==> src/rtl/lnk_pkg.sv <==
package lnk_pkg;
    localparam logic [1:0] CTL_IDLE = 2'b00;
    localparam logic [1:0] CTL_RX   = 2'b01;
    localparam logic [1:0] CTL_TX   = 2'b10;
    localparam logic [1:0] CTL_GNT  = 2'b11;

    localparam int         BYTE_W   = 8;
    localparam int         CODE_W   = 4;
    localparam int         REQ_LEN  = 7;
    // start bit, immediate type 011, speed 010
    localparam logic [REQ_LEN-1:0] REQ_FRAME = 7'b1_011_010;

    typedef enum logic [2:0] {
        S_IDLE, S_REQ, S_WAIT, S_TURN, S_XMIT, S_REL, S_ABORT
    } ack_state_t;

    function automatic logic [BYTE_W-1:0] bit_rev(input logic [BYTE_W-1:0] b);
        logic [BYTE_W-1:0] r;
        for (int i = 0; i < BYTE_W; i++) r[i] = b[BYTE_W-1-i];
        return r;
    endfunction

    function automatic logic [BYTE_W-1:0] ack_byte(input logic [CODE_W-1:0] c);
        return {c, ~c};
    endfunction
endpackage

==> src/rtl/lnk_rx_mon.sv <==
module lnk_rx_mon
    import lnk_pkg::*;
(
    input  logic              clk,
    input  logic              rst_n,
    input  logic [1:0]        ctl_i,
    input  logic [BYTE_W-1:0] d_i,
    output logic              pkt_start_o,
    output logic              null_pkt_o,
    output logic              rx_vld_o,
    output logic [BYTE_W-1:0] rx_byte_o
);
    logic on_q;    // data-on seen, no speed code yet
    logic data_q;  // speed code seen, payload follows

    always_ff @(posedge clk or negedge rst_n) begin
        if (!rst_n) begin
            on_q        <= 1'b0;
            data_q      <= 1'b0;
            pkt_start_o <= 1'b0;
            null_pkt_o  <= 1'b0;
            rx_vld_o    <= 1'b0;
            rx_byte_o   <= '0;
        end else begin
            pkt_start_o <= 1'b0;
            null_pkt_o  <= 1'b0;
            rx_vld_o    <= 1'b0;
            if (ctl_i == CTL_RX) begin
                if (data_q) begin
                    rx_vld_o  <= 1'b1;
                    rx_byte_o <= bit_rev(d_i);
                end else if (d_i == '1) begin
                    on_q <= 1'b1;
                end else if (on_q) begin
                    pkt_start_o <= 1'b1;
                    data_q      <= 1'b1;
                    on_q        <= 1'b0;
                end
            end else begin
                if (on_q && ctl_i == CTL_IDLE) null_pkt_o <= 1'b1;
                on_q   <= 1'b0;
                data_q <= 1'b0;
            end
        end
    end
endmodule

==> src/rtl/lnk_req_ser.sv <==
module lnk_req_ser
    import lnk_pkg::*;
(
    input  logic clk,
    input  logic rst_n,
    input  logic load_i,
    output logic lreq_o,
    output logic last_o
);
    localparam int CW = $clog2(REQ_LEN);

    logic [REQ_LEN-1:0] sh_q;
    logic [CW-1:0]      cnt_q;
    logic               act_q;

    always_ff @(posedge clk or negedge rst_n) begin
        if (!rst_n) begin
            sh_q  <= '0;
            cnt_q <= '0;
            act_q <= 1'b0;
        end else if (load_i) begin
            sh_q  <= REQ_FRAME;
            cnt_q <= CW'(REQ_LEN - 1);
            act_q <= 1'b1;
        end else if (act_q) begin
            sh_q  <= sh_q << 1;
            cnt_q <= cnt_q - 1'b1;
            if (cnt_q == '0) act_q <= 1'b0;
        end
    end

    assign lreq_o = act_q & sh_q[REQ_LEN-1];
    assign last_o = act_q & (cnt_q == '0);
endmodule

==> src/rtl/lnk_ack_fsm.sv <==
module lnk_ack_fsm
    import lnk_pkg::*;
#(
    parameter int TW = 8
) (
    input  logic              clk,
    input  logic              rst_n,
    input  logic              ack_req_i,
    input  logic [CODE_W-1:0] ack_code_i,
    input  logic [1:0]        ctl_i,
    input  logic [TW-1:0]     timeout_i,
    input  logic              req_last_i,
    output logic              req_load_o,
    output logic [1:0]        ctl_o,
    output logic [BYTE_W-1:0] d_o,
    output logic              bus_oe_o,
    output logic              ack_done_o,
    output logic              ack_err_o
);
    ack_state_t        st_q, st_d;
    logic [CODE_W-1:0] code_q;
    logic [TW-1:0]     wcnt_q;
    logic              wait_over;

    assign wait_over = ({1'b0, wcnt_q} + 1'b1) >= {1'b0, timeout_i};

    always_ff @(posedge clk or negedge rst_n) begin
        if (!rst_n) st_q <= S_IDLE;
        else        st_q <= st_d;
    end

    always_ff @(posedge clk or negedge rst_n) begin
        if (!rst_n) begin
            code_q <= '0;
            wcnt_q <= '0;
        end else begin
            if (st_q == S_IDLE && ack_req_i) code_q <= ack_code_i;
            if (st_q == S_WAIT) wcnt_q <= wcnt_q + 1'b1;
            else                wcnt_q <= '0;
        end
    end

    always_comb begin
        st_d = st_q;
        unique case (st_q)
            S_IDLE:  if (ack_req_i) st_d = S_REQ;
            S_REQ:   if (req_last_i) st_d = S_WAIT;
            S_WAIT: begin
                if (ctl_i == CTL_GNT)     st_d = S_TURN;
                else if (ctl_i == CTL_RX) st_d = S_ABORT;
                else if (wait_over)       st_d = S_ABORT;
            end
            S_TURN:  st_d = S_XMIT;
            S_XMIT:  st_d = S_REL;
            S_REL:   st_d = S_IDLE;
            S_ABORT: st_d = S_IDLE;
            default: st_d = S_IDLE;
        endcase
    end

    always_comb begin
        req_load_o = 1'b0;
        ctl_o      = CTL_IDLE;
        d_o        = '0;
        bus_oe_o   = 1'b0;
        ack_done_o = 1'b0;
        ack_err_o  = 1'b0;
        unique case (st_q)
            S_IDLE:  req_load_o = ack_req_i;
            S_XMIT: begin
                bus_oe_o = 1'b1;
                ctl_o    = CTL_TX;
                d_o      = bit_rev(ack_byte(code_q));
            end
            S_REL: begin
                bus_oe_o   = 1'b1;
                ack_done_o = 1'b1;
            end
            S_ABORT: ack_err_o = 1'b1;
            default: ;
        endcase
    end
endmodule

==> src/rtl/lnk_ack_ctrl.sv <==
module lnk_ack_ctrl
    import lnk_pkg::*;
#(
    parameter int NW = 16,
    parameter int TW = 8
) (
    input  logic              clk,
    input  logic              rst_n,
    input  logic [NW-1:0]     node_id_i,
    input  logic [TW-1:0]     timeout_i,
    input  logic              ack_req_i,
    input  logic [3:0]        ack_code_i,
    input  logic [1:0]        ctl_i,
    input  logic [7:0]        d_i,
    output logic [1:0]        ctl_o,
    output logic [7:0]        d_o,
    output logic              bus_oe_o,
    output logic              lreq_o,
    output logic              pkt_start_o,
    output logic              null_pkt_o,
    output logic              rx_vld_o,
    output logic [7:0]        rx_byte_o,
    output logic              ack_done_o,
    output logic              ack_err_o,
    output logic [NW-1:0]     src_id_o,
    output logic              src_id_bad_o
);
    logic req_load, req_last;

    lnk_rx_mon u_rx (
        .clk(clk), .rst_n(rst_n), .ctl_i(ctl_i), .d_i(d_i),
        .pkt_start_o(pkt_start_o), .null_pkt_o(null_pkt_o),
        .rx_vld_o(rx_vld_o), .rx_byte_o(rx_byte_o)
    );

    lnk_req_ser u_req (
        .clk(clk), .rst_n(rst_n), .load_i(req_load),
        .lreq_o(lreq_o), .last_o(req_last)
    );

    lnk_ack_fsm #(.TW(TW)) u_fsm (
        .clk(clk), .rst_n(rst_n), .ack_req_i(ack_req_i),
        .ack_code_i(ack_code_i), .ctl_i(ctl_i), .timeout_i(timeout_i),
        .req_last_i(req_last), .req_load_o(req_load), .ctl_o(ctl_o),
        .d_o(d_o), .bus_oe_o(bus_oe_o), .ack_done_o(ack_done_o),
        .ack_err_o(ack_err_o)
    );

    assign src_id_o     = node_id_i;
    assign src_id_bad_o = (node_id_i == '0);
endmodule

==> config.mk <==
export PLATFORM = sky130hd
export DESIGN_NAME = lnk_ack_ctrl
export DESIGN_NICKNAME = d
export VERILOG_FILES = /design/src/rtl/lnk_pkg.sv /design/src/rtl/lnk_rx_mon.sv /design/src/rtl/lnk_req_ser.sv /design/src/rtl/lnk_ack_fsm.sv /design/src/rtl/lnk_ack_ctrl.sv
export SDC_FILE = /design/constraint.sdc
export NUM_CORES = 1
export LEC_CHECK = 0
export ABC_AREA = 1
export BUFFER_PORTS_ARGS = -buffer_cell sky130_fd_sc_hd__buf_2
export CAP_MARGIN = 30
export CORE_ASPECT_RATIO = 1.25
export CORE_UTILIZATION = 39
export CTS_CLUSTER_SIZE = 14
export DETAILED_ROUTE_END_ITERATION = 8
export PLACE_DENSITY_LB_ADDON = 0.15
export SLEW_MARGIN = 10
export SYNTH_ARGS = -nofsm -noshare
export SYNTH_HDL_FRONTEND = slang
export SYNTH_SLANG_ARGS = --single-unit
==> constraint.sdc <==
create_clock -name clk -period 1.7 [get_ports clk]
set_input_delay 0.34 -clock clk [delete_from_list [all_inputs] [get_ports clk]]
set_output_delay 0.34 -clock clk [all_outputs]
set_load 0.01 [all_outputs]
After elaboration in Yosys (flattened, before gate mapping)

Cells that the tools add are included.

Register bits after elaboration: 39
Input bits: 41
Output and inout bits: 42
Logic and storage cells: 75

Add/sub/neg operators: 3
Order comparisons: 1
Eq/ne operators: 13
Multiplexer cells: 33
Bitwise gates (word level): 3
Reductions and logical operators: 10

Operator list:

| operator                                                                 | count |
|---|---|
| 3-bit two-way mux                                                        | 7 |
| 1-bit two-way mux                                                        | 20 |
| 16-bit logical NOT                                                       | 1 |
| 8-bit two-way mux                                                        | 2 |
| 3-bit one-hot mux with 5 select lines                                    | 1 |
| 7-bit two-way mux                                                        | 2 |
| 8-bit by 1-bit adder with 9-bit output (second input constant)           | 1 |
| 3-bit == test (second input constant)                                    | 3 |
| 9-bit by 8-bit greater-or-equal comparator with 1-bit output             | 1 |
| 8-bit by 1-bit adder with 8-bit output (second input constant)           | 1 |
| 8-bit == test (second input constant)                                    | 1 |
| 3-bit by 2-bit == test with 1-bit output (second input constant)         | 2 |
| 3-bit logical NOT                                                        | 2 |
| 2-bit inequality test (second input constant)                            | 3 |
| 4-bit by 3-bit inequality test with 1-bit output (second input constant) | 1 |
| 4-bit inverter                                                           | 1 |
| 3-bit by 1-bit == test with 1-bit output (second input constant)         | 1 |
| 3-bit AND reduction                                                      | 1 |
| 3-bit by 1-bit subtractor with 3-bit output (second input constant)      | 1 |
| 1-bit AND                                                                | 2 |
| 2-bit by 1-bit == test with 1-bit output (second input constant)         | 1 |
| 2-bit == test (second input constant)                                    | 1 |
| 1-bit logical AND                                                        | 2 |
| 2-bit logical NOT                                                        | 1 |
| 4 further kinds                                                          | 4 |

Longest topological paths before layout

Word-level depth: 6
Mapped depth: 16

By module

Synthesis repeated with hierarchy kept, for this count alone.

Cells, all modules: 296
Area total of the unflattened synthesis: 2217.1 um2

Modules (own cells, without submodules):

| module       | times used | cells an instance | area an instance (um2) |
|---|---|---|---|
| lnk_ack_fsm  | 1          | 140               | 1016.0 |
| lnk_rx_mon   | 1          | 58                | 518.0 |
| lnk_req_ser  | 1          | 55                | 459.2 |
| lnk_ack_ctrl | 1          | 43                | 224.0 |

Worst setup path before layout

No wires, ideal clock.

Path type: reg2reg
Start point: register u_fsm.wcnt_q[0]
End point: register u_fsm.st_q[1]
Setup time: 0.119 ns
Arrival time: 1.709 ns
Data required time: 1.581 ns
Slack: -0.128 ns
Cell stages (with the launch flop): 17
Path buffers: 0
Cell sequence: dfrtp_1 -> ha_1 -> nand3_1 -> nand2_1 -> inv_1 -> nor2_1 -> ha_1 -> nand2_1 -> inv_1 -> nand2_1 -> nand3_1 -> nand2_1 -> nand2_1 -> nand2_1 -> nand2_1 -> nand3_1 -> nand2_1

Cells in the longest elaborated chain, start to end: 4

RTL lines:

| what                                                              | line              | source |
|---|---|---|
| start, declared                                                   | lnk_ack_fsm.sv:22 | `logic [TW-1:0] wcnt_q;` |
| start signal, assigned                                            | lnk_ack_fsm.sv:38 | `if (st_q == S_WAIT) wcnt_q <= wcnt_q + 1'b1;` |
| 8-bit by 1-bit adder with 9-bit output                            | lnk_ack_fsm.sv:25 | `assign wait_over = ({1'b0, wcnt_q} + 1'b1) >= {1'b0, timeout_i};` |
| 9-bit by 8-bit greater-or-equal comparator with 1-bit output      | lnk_ack_fsm.sv:25 |  |
| 4-bit by 3-bit inequality test with 1-bit output (no source line) | -                 |  |
| 3-bit AND reduction (no source line)                              | -                 |  |
| end signal, assigned                                              | lnk_ack_fsm.sv:29 | `else st_q <= st_d;` |
| end, declared                                                     | lnk_ack_fsm.sv:20 | `ack_state_t st_q, st_d;` |

No other way between the ends.
A chain may end at the register's enable or synchronous reset.

Final worst setup path

Start point: register u_fsm.wcnt_q[0]
End point: register u_fsm.st_q[0]

Same word-level chain as after synthesis.

==> results.md <==
* Avg Cell Area, Syn at 7.89 um2
* Yosys top cell area share at 0.445
* WS Path Type: reg -> reg
* Fillcell total at 521
* Area Overhead vs Synth at 32.9%
* Worst endpoint data arrival time at 2.07 ns
* Worst path required time at 1.88 ns
* Final WL at 4.54 mm
* R2R Path End: u_fsm.st_q[0]
* Pwr Density at 1110 nW/um2
* Max Slew Vio Count at 0
* Worst-path clk slew at 0.08 ns
* Post-Syn Instances at 271
* Layout cells sized above 1 at 0.387
* Worst path cell trace: ha_4 -> nand3_4 -> nand2_2 -> inv_2 -> nor2_2 -> ha_1 -> nand2_1 -> inv_1 -> nand2_1 -> nand3_1 -> nand2_1 -> nand2_1 -> nand2_1 -> nand2_2 -> nand3_2 -> nand2_1
* Crit share post-route at 1.11
* Dpl cell area at 2600 um2
* Overall routing resource usage at 0.170
* Crit-path max FO at 4
* Hold Fails Final Rpt at 0
* # IOs at 83
* Crit-path slowest cell: dfrtp_1
* Yosys warnings at 0
* Worst Slack Setup Final at -0.186 ns
* Clock Latency Late Sink at 0.29 ns
* Reg2Reg Depth at 16
* DRT iter0 DRCs at 46
* Static leakage at 1.66 nW
* TritonRoute pass-1 iters at 4
* Setup crit start kind: register
* CTS tree: yes
* Fin cells at 424
* Initial antenna violation count at 0
* Area leader, netlist: dfrtp_1
* Hpwl dp at 3.39 mm
* Hold Crit Class: in -> async
* Inst Count DP at 406
* Root buf cell: clkbuf_8
* Synth Register Bits at 38
* Final critical-path required period at 1.89 ns
* Max cap viols at 0
* CTS Buf Count at 5
* # DRC at 0
* Violated checks: negative setup slack
* Status: finished, violations left
* Syn nets at 323
* Starting density of the core at 0.412
* R2R Path Start: u_fsm.wcnt_q[0]
* Achievable Freq at 0.530 GHz
* Critical Path End Type: register
* CTS Buffer Depth at 2
* Vias in the first global route at 1786
* Via density at 4.59
* Wire length per cell at 10.7 um
* Most used cell, CP: nand2_1
* Placer Congestion at 0.730
* Largest net degree at the start of global routing at 39
* Diodes inserted at 0
* VDD IR-drop max at 0.619 mV
* Global-route wire length before repair at 7.47 mm
* Nets@finish at 413
* Number of routed nets with antenna violations at 0
* Htree depth at 2
* Aggregate global routing overflow at 0
* Synth area leaders: dfrtp_1 44%, nand2_1 12%, inv_1 7.2%
* Die width at 68.2 um
* Post-route cell area at 2840 um2
* Netlist cell types at 29
* Cell Rows at 29
* R2R setup slack at -0.19 ns
* Hold buffers post-CTS at 0
* Die area at 5780 um2
* Syn Std Cell Area at 2140 um2
* Die Y at 84.8 um
* Fin Clk Skew at 0.00708 ns
* Via count at 1947
* Finish-stage setup viols at 6
* Max stage delay on crit path at 0.42 ns
* CTS Sinks at 38
* CORE AREA at 5190 um2
* Most common cell after layout, fill and taps aside: buf_2
* Commonest non-fill, non-tap cells in the layout: 81 x buf_2, 69 x nand2_1, 39 x inv_1
* Seq/Total Area, Yosys at 0.445
* Port Buffer Count at 81
* Unrepaired setup endpoints after global routing: true
-- metal layers --
metal / wire length [um] / track usage
met1: 1890 / 0.194
met2: 2290 / 0.302
met3: 302 / 0.0394
met4: 60 / 0.0511
met5: 0 / 0
-- Yosys cell counts --
cell type and n:
nand4_4 1, clkinv_1 1, nand4_1 2, a31o_1 1, xor2_2 1, buf_4 17, nor2_4 1, conb_1 1
o21a_1 1, xor2_1 1, o211ai_1 3, nor2_1 33, dfrtp_1 38, nor3_1 5, ha_1 11, inv_1 41
a21boi_0 2, and3_4 1, a31oi_1 2, inv_2 3, a21oi_1 7, buf_2 3, o21ai_0 4, nor4_1 4
nand3_1 10, nand2_1 71, nand3_2 1, and2_1 2, nor2_2 3
-- cell families (layout without fill, tap and decap cells) --
group / Yosys count / in the layout / synth area share
buffers and inverters: 65 / 156 / 0.146
adders and majority gates: 11 / 11 / 0.0644
DFF: 38 / 38 / 0.445
and+or+nand+nor: 134 / 134 / 0.275
AOI/OAI and AO/OA: 20 / 20 / 0.0568
xor gates and xnor gates: 2 / 2 / 0.0117
other: 1 / 1 / 0.00175
-- flip-flops by register name, indices dropped and copies added, names as in the netlist, 3 cells and up --
| signal | flops |
|---|---|
| u_fsm.wcnt_q | 8 |
| u_fsm.code_q | 4 |
| u_fsm.st_q | 3 |
| u_req.cnt_q | 3 |
| u_rx.rx_byte_o | 8 |
| u_req.sh_q | 6 |
-- power breakdown --
part / switching, W / total (W) / leakage, nW / internal [W]
clock: 0.000325 / 0.000757 / 0.0579 / 0.000432
combinational: 0.000651 / 0.00114 / 1.11 / 0.000491
sequential: 0.000135 / 0.00124 / 0.491 / 0.00111
total: 0.00111 / 0.00314 / 1.66 / 0.00203
-- cell type report --
cell class              instances  area (um2)  share of cell area
flip-flops and latches         38         952               0.335
inverters                      45         169              0.0594
clock inverters                 3        40.0              0.0141
clock buffers                   5        68.8              0.0242
multi-input cells             168         965               0.339
repair inverters                1        7.51             0.00264
well taps                      62        77.6              0.0273
repair buffers                102         563               0.198
-- how the worst max path moves through the flow --
stage / from / endpoint / slack (ns) / depth (start not counted)
after floorplan: u_fsm.wcnt_q[0] / u_fsm.st_q[0] / -0.07 / 15
after global placement: u_fsm.wcnt_q[0] / u_fsm.st_q[0] / -0.16 / 15
after detailed placement: u_fsm.wcnt_q[0] / u_fsm.st_q[1] / -0.21 / 16
after CTS: u_fsm.wcnt_q[0] / u_fsm.st_q[1] / -0.18 / 16
after global routing: u_fsm.wcnt_q[0] / u_fsm.st_q[0] / -0.32 / 16
final: u_fsm.wcnt_q[0] / u_fsm.st_q[0] / -0.19 / 16
-- per-stage QoR --
step	setup TNS, ns	power (W)	worst slack [ns]	utilization	hold WS (ns)
finish	-0.570	0.00314	-0.186	0.548	0.0858
floorplan	-0.182	0.00194	-0.0660	-	0.0444
detailed placement	-0.612	0.00223	-0.214	0.501	0.418
global placement	-0.450	0.00221	-0.157	0.501	0.415
global route	-1.50	0.00339	-0.324	0.548	0.140
CTS	-0.684	0.00312	-0.181	0.538	0.108
-- critical path, delay by kind of cell (launching register included) --
| family | cells | cell delay [ns] |
|---|---|---|
| simple gates | 12 | 0.78 |
| fa+ha+maj | 2 | 0.48 |
| buf+inv | 2 | 0.10 |
| flops | 1 | 0.42 |
-- repair_timing --
item                       CTS  global route
cloned                       1             0
setup endpoints to repair   11            12
setup buffers                8             1
pin swaps                    5            11
gates resized for setup      6            11
(Power assumes the default switching activity.)
